==> src/rtl/flash_init_pkg.sv <==
package flash_init_pkg;

  typedef enum logic [2:0] {
    RESET_HOLD,
    LOAD_CFG,
    LOAD_PROT,
    LOAD_OPT_SEC,
    CHECK,
    DONE
  } seqState_t;

  // strobes from control to datapath
  typedef struct packed {
    logic capture;        // store rdData into the register picked by wordIdx
    logic applyDefaults;  // overwrite every register with its safe default
  } seqStrobe_t;

  localparam logic [1:0] SEC_OPEN_CODE  = 2'b10;
  localparam logic [1:0] ERR_DOUBLE_HIT = 2'b11;

endpackage

==> src/rtl/fis_seq_ctrl.sv <==
module fis_seq_ctrl
  import flash_init_pkg::*;
#(
  parameter int              CFG_WORDS = 2,
  parameter int              ADDR_W    = 8,
  parameter logic [ADDR_W-1:0] BASE_ADDR = '0
) (
  input  logic               clk,
  input  logic               rstN,
  input  logic               arrReady,
  input  logic               errSeen,
  input  logic               cmdLaunch,
  input  logic               cmdDone,
  output seqStrobe_t         strobe,
  output logic [$clog2(CFG_WORDS+4)-1:0] wordIdx,
  output logic               rdReq,
  output logic [ADDR_W-1:0]  rdAddr,
  output logic               cpuHold,
  output logic               readEn,
  output logic               ccif,
  output logic               cmdBusy
);

  localparam int TOTAL = CFG_WORDS + 4;
  localparam int IDX_W = $clog2(TOTAL);
  localparam logic [IDX_W-1:0] LAST_CFG  = IDX_W'(CFG_WORDS - 1);
  localparam logic [IDX_W-1:0] LAST_PROT = IDX_W'(CFG_WORDS + 1);
  localparam logic [IDX_W-1:0] LAST_WORD = IDX_W'(TOTAL - 1);

  seqState_t stateQ, stateD;
  logic [IDX_W-1:0] idxQ;
  logic handshake;

  assign rdReq     = (stateQ == LOAD_CFG) || (stateQ == LOAD_PROT) ||
                     (stateQ == LOAD_OPT_SEC);
  assign handshake = rdReq && arrReady;

  always_comb begin
    stateD = stateQ;
    case (stateQ)
      RESET_HOLD:   if (arrReady) stateD = LOAD_CFG;
      LOAD_CFG:     if (handshake && idxQ == LAST_CFG)  stateD = LOAD_PROT;
      LOAD_PROT:    if (handshake && idxQ == LAST_PROT) stateD = LOAD_OPT_SEC;
      LOAD_OPT_SEC: if (handshake && idxQ == LAST_WORD) stateD = CHECK;
      CHECK:        stateD = DONE;
      DONE:         stateD = DONE;
      default:      stateD = RESET_HOLD;
    endcase
  end

  always_ff @(posedge clk or negedge rstN) begin
    if (!rstN) begin
      stateQ <= RESET_HOLD;
      idxQ   <= '0;
    end else begin
      stateQ <= stateD;
      if (handshake && idxQ != LAST_WORD) idxQ <= idxQ + 1'b1;
    end
  end

  // command tracking; reset drops a running command immediately
  always_ff @(posedge clk or negedge rstN) begin
    if (!rstN)                 cmdBusy <= 1'b0;
    else if (ccif && cmdLaunch) cmdBusy <= 1'b1;
    else if (cmdBusy && cmdDone) cmdBusy <= 1'b0;
  end

  assign cpuHold = (stateQ == RESET_HOLD) || (stateQ == LOAD_CFG);
  assign readEn  = !cpuHold;
  assign ccif    = (stateQ == DONE) && !cmdBusy;
  assign rdAddr  = BASE_ADDR + ADDR_W'(idxQ);
  assign wordIdx = idxQ;

  assign strobe.capture       = handshake;
  assign strobe.applyDefaults = (stateQ == CHECK) && errSeen;

endmodule

==> src/rtl/fis_cfg_datapath.sv <==
module fis_cfg_datapath
  import flash_init_pkg::*;
#(
  parameter int                DATA_W      = 16,
  parameter int                CFG_WORDS   = 2,
  parameter logic [DATA_W-1:0] CFG_DEFAULT = '0
) (
  input  logic                        clk,
  input  logic                        rstN,
  input  seqStrobe_t                  strobe,
  input  logic [$clog2(CFG_WORDS+4)-1:0] wordIdx,
  input  logic [DATA_W-1:0]           rdData,
  input  logic                        rdEccSingle,
  input  logic                        rdEccDouble,
  input  logic                        rdLoadErr,
  output logic [CFG_WORDS*DATA_W-1:0] cfgWords,
  output logic [DATA_W-1:0]           protMain,
  output logic [DATA_W-1:0]           protData,
  output logic [DATA_W-1:0]           optReg,
  output logic [DATA_W-1:0]           secReg,
  output logic [1:0]                  errStat,
  output logic                        corrFlag,
  output logic                        errSeen
);

  localparam int IDX_W = $clog2(CFG_WORDS + 4);
  localparam logic [IDX_W-1:0] IDX_PMAIN = IDX_W'(CFG_WORDS);
  localparam logic [IDX_W-1:0] IDX_PDATA = IDX_W'(CFG_WORDS + 1);
  localparam logic [IDX_W-1:0] IDX_OPT   = IDX_W'(CFG_WORDS + 2);
  localparam logic [IDX_W-1:0] IDX_SEC   = IDX_W'(CFG_WORDS + 3);
  localparam logic [DATA_W-1:0] SAFE_ONES = '1;

  for (genvar g = 0; g < CFG_WORDS; g++) begin : gCfg
    logic [DATA_W-1:0] wordQ;
    always_ff @(posedge clk or negedge rstN) begin
      if (!rstN)                                       wordQ <= CFG_DEFAULT;
      else if (strobe.applyDefaults)                   wordQ <= CFG_DEFAULT;
      else if (strobe.capture && wordIdx == IDX_W'(g)) wordQ <= rdData;
    end
    assign cfgWords[g*DATA_W +: DATA_W] = wordQ;
  end

  always_ff @(posedge clk or negedge rstN) begin
    if (!rstN) begin
      protMain <= SAFE_ONES;
      protData <= SAFE_ONES;
      optReg   <= SAFE_ONES;
      secReg   <= SAFE_ONES;
    end else if (strobe.applyDefaults) begin
      protMain <= SAFE_ONES;
      protData <= SAFE_ONES;
      optReg   <= SAFE_ONES;
      secReg   <= SAFE_ONES;
    end else if (strobe.capture) begin
      if (wordIdx == IDX_PMAIN) protMain <= rdData;
      if (wordIdx == IDX_PDATA) protData <= rdData;
      if (wordIdx == IDX_OPT)   optReg   <= rdData;
      if (wordIdx == IDX_SEC)   secReg   <= rdData;
    end
  end

  always_ff @(posedge clk or negedge rstN) begin
    if (!rstN) begin
      errStat  <= '0;
      corrFlag <= 1'b0;
      errSeen  <= 1'b0;
    end else if (strobe.capture) begin
      if (rdEccDouble)              errStat  <= ERR_DOUBLE_HIT;
      if (rdEccSingle)              corrFlag <= 1'b1;
      if (rdEccDouble || rdLoadErr) errSeen  <= 1'b1;
    end
  end

endmodule

==> src/rtl/flash_init_seq.sv <==
module flash_init_seq
  import flash_init_pkg::*;
#(
  parameter int                DATA_W      = 16,
  parameter int                CFG_WORDS   = 2,
  parameter int                ADDR_W      = 8,
  parameter logic [ADDR_W-1:0] BASE_ADDR   = '0,
  parameter logic [DATA_W-1:0] CFG_DEFAULT = '0
) (
  input  logic                        clk,
  input  logic                        rstN,
  input  logic                        arrReady,
  input  logic [DATA_W-1:0]           rdData,
  input  logic                        rdEccSingle,
  input  logic                        rdEccDouble,
  input  logic                        rdLoadErr,
  output logic                        rdReq,
  output logic [ADDR_W-1:0]           rdAddr,
  output logic                        cpuHold,
  output logic                        readEn,
  output logic                        ccif,
  input  logic                        cmdLaunch,
  input  logic                        cmdDone,
  output logic                        cmdBusy,
  output logic [CFG_WORDS*DATA_W-1:0] cfgWords,
  output logic [DATA_W-1:0]           protMain,
  output logic [DATA_W-1:0]           protData,
  output logic [DATA_W-1:0]           optReg,
  output logic [DATA_W-1:0]           secReg,
  output logic                        secured,
  output logic [1:0]                  errStat,
  output logic                        corrFlag
);

  localparam int IDX_W = $clog2(CFG_WORDS + 4);

  seqStrobe_t       strobe;
  logic [IDX_W-1:0] wordIdx;
  logic             errSeen;

  fis_seq_ctrl #(
    .CFG_WORDS(CFG_WORDS), .ADDR_W(ADDR_W), .BASE_ADDR(BASE_ADDR)
  ) i_ctrl (
    .clk(clk), .rstN(rstN), .arrReady(arrReady), .errSeen(errSeen),
    .cmdLaunch(cmdLaunch), .cmdDone(cmdDone), .strobe(strobe),
    .wordIdx(wordIdx), .rdReq(rdReq), .rdAddr(rdAddr), .cpuHold(cpuHold),
    .readEn(readEn), .ccif(ccif), .cmdBusy(cmdBusy)
  );

  fis_cfg_datapath #(
    .DATA_W(DATA_W), .CFG_WORDS(CFG_WORDS), .CFG_DEFAULT(CFG_DEFAULT)
  ) i_dp (
    .clk(clk), .rstN(rstN), .strobe(strobe), .wordIdx(wordIdx),
    .rdData(rdData), .rdEccSingle(rdEccSingle), .rdEccDouble(rdEccDouble),
    .rdLoadErr(rdLoadErr), .cfgWords(cfgWords), .protMain(protMain),
    .protData(protData), .optReg(optReg), .secReg(secReg),
    .errStat(errStat), .corrFlag(corrFlag), .errSeen(errSeen)
  );

  assign secured = (secReg[1:0] != SEC_OPEN_CODE);

endmodule

==> config.mk <==
export PLATFORM = sky130hd
export DESIGN_NAME = flash_init_seq
export DESIGN_NICKNAME = d
export VERILOG_FILES = /design/src/rtl/flash_init_pkg.sv /design/src/rtl/fis_seq_ctrl.sv /design/src/rtl/fis_cfg_datapath.sv /design/src/rtl/flash_init_seq.sv
export SDC_FILE = /design/constraint.sdc
export NUM_CORES = 1
export LEC_CHECK = 0
export BUFFER_PORTS_ARGS = -buffer_cell sky130_fd_sc_hd__buf_2
export CAP_MARGIN = 15
export CORE_ASPECT_RATIO = 0.8
export CORE_UTILIZATION = 50
export DETAILED_ROUTE_END_ITERATION = 16
export PLACE_DENSITY = 0.77
export SLEW_MARGIN = 20
export SYNTH_ARGS = -nofsm -noshare
export SYNTH_HDL_FRONTEND = slang
export SYNTH_SLANG_ARGS = --single-unit
==> constraint.sdc <==
create_clock -name clk -period 3.7 [get_ports clk]
set_clock_uncertainty 0.2 [all_clocks]
set_input_delay 0 -clock clk [delete_from_list [all_inputs] [get_ports clk]]
set_output_delay 0 -clock clk [all_outputs]
set_load 0.03 [all_outputs]
==> summary.md <==
| Metric | Value |
|---|---|
| CTS H-tree depth | `3` |
| Post-synthesis sequential area ratio | `0.555` |
| Syn Area/Cell | `10.5 µm²` |
| Total grt overflow | `0` |
| Vias in the first global route | `3984` |
| P_sw | `0.495 mW` |
| Clk sinks | `106` |
| Area growth from synthesis to layout | `23.9%` |
| P per Cell Area | `373 nW/µm²` |
| Pre-Repair DR Iteration Count | `5` |
| HPWL after DPL | `8.33 mm` |
| Clk pwr share | `0.440` |
| Worst EP required | `3.76 ns` |
| Final Max Tran Viols | `0` |
| Leak pwr | `2.87 nW` |
| Initial antenna violation count | `0` |
| Routed WL | `12.5 mm` |
| Die height | `90.7 µm` |
| Reg2Reg Setup Slack | `1.28 ns` |
| DRC viols | `0` |
| Multi-input combinational cell area | `1880 µm²` |
| Syn. warnings | `0` |
| Clock buffer depth | `2` |
| Synth Instances | `471` |
| CP arrival | `2.48 ns` |
| Final period utilization | `0.653` |
| IO Pins | `137` |
| Slew @ Worst Pin | `1.07 ns` |
| Achievable clock frequency | `0.414 GHz` |
| Most used DFF post-synth | `dfstp_2` |
| Number of I/O port buffers | `131` |
| Inserted Clock Buffers | `9` |
| Core Box Area | `9310 µm²` |
| Average wire per standard cell | `17.4 µm` |
| N_diodes | `0` |
| Fillers | `760` |
| Setup crit end kind | `flop` |
| DR iter-0 viols | `340` |
| Switching share of power | `0.218` |
| Worst Reg-to-Reg Cells | `4` |
| Total negative slack | `0 ns` |
| Final Setup Violations | `0` |
| Largest net degree at the start of global routing | `86` |
| GRT Overall Usage | `0.253` |
| Post-cts resize count | `0` |
| Vias | `4147` |
| Hold WS | `0.0970 ns` |
| Root buf cell | `clkbuf_16` |
| Hold_buf cts | `27` |
| Post-synth EDFFs | `0` |
| Clk Latency, worst-skew pair | `0.34 ns` |
| Clock slew at the register clock pins of the worst setup and hold paths | `0.07 ns` |
| Sequential share of power | `0.512` |
| Full die area | `10200 µm²` |
| Min Tclk post-route | `2.42 ns` |
| RR Startpoint | `i_ctrl.stateQ[2]` |
| Setup slack at placement | `1.32 ns` |
| Unrepaired setup endpoints after global routing | `no` |
| #FFs+latches synth | `106` |
| Final number of hold-violating endpoints | `0` |
| Post-CTS Setup Repair Bufs | `0` |
| Die Span X | `113 µm` |
| Effective utilization at floorplan | `0.529` |
| Largest area contributor in the netlist | `dfstp_2` |
| Num rows | `31` |
| Ys async rst share | `1.00` |
| GPL Wtd Cong | `0.819` |
| Post-synth top area share | `0.342` |
| Post-Syn Area | `4920 µm²` |
| Max capacitance violation total | `0` |
| Nets | `627` |
| Synth unique cells | `40` |
| Commonest non-fill, non-tap cell in the layout | `buf_2` |
| Combinational fraction of design power | `0.048` |
| Area contributors post-synth | `dfstp_2 34%, dfrtp_1 21%, mux2i_1 10%, nor2_1 5.3%, nand4_1 4.1%` |
| Post-route ant nets | `0` |
| Flip-flop and latch area | `2730 µm²` |
| Layout cells sized above 1 | `0.380` |
| Crit Path Class | `flop to flop` |
| Internal | `1.78 mW` |
| Worst r2r dst | `i_dp.secReg[8]` |
| Global-route wire length before repair | `20.1 mm` |
| Critical Path Fanout Max | `46` |
| HP Class | `input pin to async pin` |
| DR vias/cell | `5.78` |
| Commonest non-fill, non-tap cells in the layout | `130 x buf_2, 69 x nor2_1, 64 x dfstp_2` |
| Maximum vdd drop | `199 µV` |
| Type of element launching the critical path | `flop` |
| Slew headroom | `0.283` |
| CTS tree | `done` |
| Status | `complete, no violations` |
| Final setup margin | `1.28 ns` |
==> kinds of logic after synthesis <==
family                   count (synthesis)  share of synthesized area
AND/OR/NAND/NOR                        174                      0.174
adder cells (fa/ha/maj)                  5                     0.0127
flip-flops                             106                      0.555
XOR/XNOR                                 1                    0.00178
buffers and inverters                   60                     0.0676
multiplexers                            50                      0.102
AO/OA/AOI/OAI                           74                     0.0859
other                                    1                   0.000762
==> state kept, by name, indices dropped and copies added, names as in the netlist <==
| signal | cells |
|---|---|
| i_ctrl.stateQ | 3 |
| i_dp.protData | 16 |
| i_ctrl.cmdBusy | 1 |
| i_dp.errStat | 1 |
| i_ctrl.wordIdx | 3 |
| i_dp.errSeen | 1 |
| i_dp.optReg | 16 |
| i_dp.corrFlag | 1 |
| i_dp.secReg | 16 |
| i_dp.protMain | 16 |
| i_dp.gCfg.wordQ | 32 |
==> power by group through the flow <==
stage | logic, mW | registers [mW] | clock network [mW]
global placement | 0.0853 | 1.18 | 0
finish | 0.108 | 1.17 | 1.00
CTS | 0.108 | 1.17 | 1.02
global route | 0.118 | 1.16 | 1.06
detailed placement | 0.0865 | 1.18 | 0
floorplan | 0.0315 | 1.19 | 0
==> final cells by class <==
cell class              instances  area share
clock inverters                 3     0.00369
clock buffers                  13      0.0497
repair buffers                165       0.162
multi-input cells             309       0.309
well taps                     115      0.0236
flip-flops and latches        106       0.448
inverters                       7     0.00431
==> layer usage <==
metal / share of wire / track usage / wire, µm
met2: 0.47 / 0.408 / 5930
met4: 0.018 / 0.0691 / 224
met1: 0.43 / 0.335 / 5400
met5: 0 / 0 / 0
met3: 0.076 / 0.0711 / 947
==> worst max-delay path, stage by stage (launching register included) <==
cell and delay, ns:
dfrtp_1 0.61, and4bb_2 0.93, buf_4 0.37, nor2_1 0.07, mux2i_1 0.15
==> cells in the mapped netlist, types with 7 or more instances <==
library cell	n
dfstp_2	64
o21ai_0	37
nand4_1	32
buf_2	22
mux2i_1	49
nor4_1	16
a31oi_1	16
nor2_1	70
dfrtp_1	42
nand2_1	38
o21ai_1	12
buf_4	9
clkbuf_1	13
inv_1	7
==> worst max path at each step <==
stage,startpoint,endpoint,cells past startpoint
after floorplan,i_ctrl.stateQ[1],i_ctrl.cmdBusy,4
after global placement,i_ctrl.stateQ[1],i_dp.secReg[9],4
after detailed placement,i_ctrl.stateQ[2],i_dp.secReg[8],4
after CTS,i_ctrl.stateQ[2],i_dp.secReg[8],4
after global routing,i_ctrl.stateQ[2],i_dp.optReg[0],4
final,i_ctrl.stateQ[2],i_dp.secReg[8],4
==> through the flow <==
step | utilization | power [mW] | area [µm²] | cells
floorplan | - | 1.22 | 4940 | 475
finish | 0.655 | 2.27 | 6100 | 718
global route | 0.655 | 2.34 | 6100 | 718
detailed placement | 0.591 | 1.27 | 5500 | 675
CTS | 0.655 | 2.29 | 6090 | 718
global placement | 0.591 | 1.27 | 5500 | 675
Note: power is estimated with default switching activity, not from simulation.
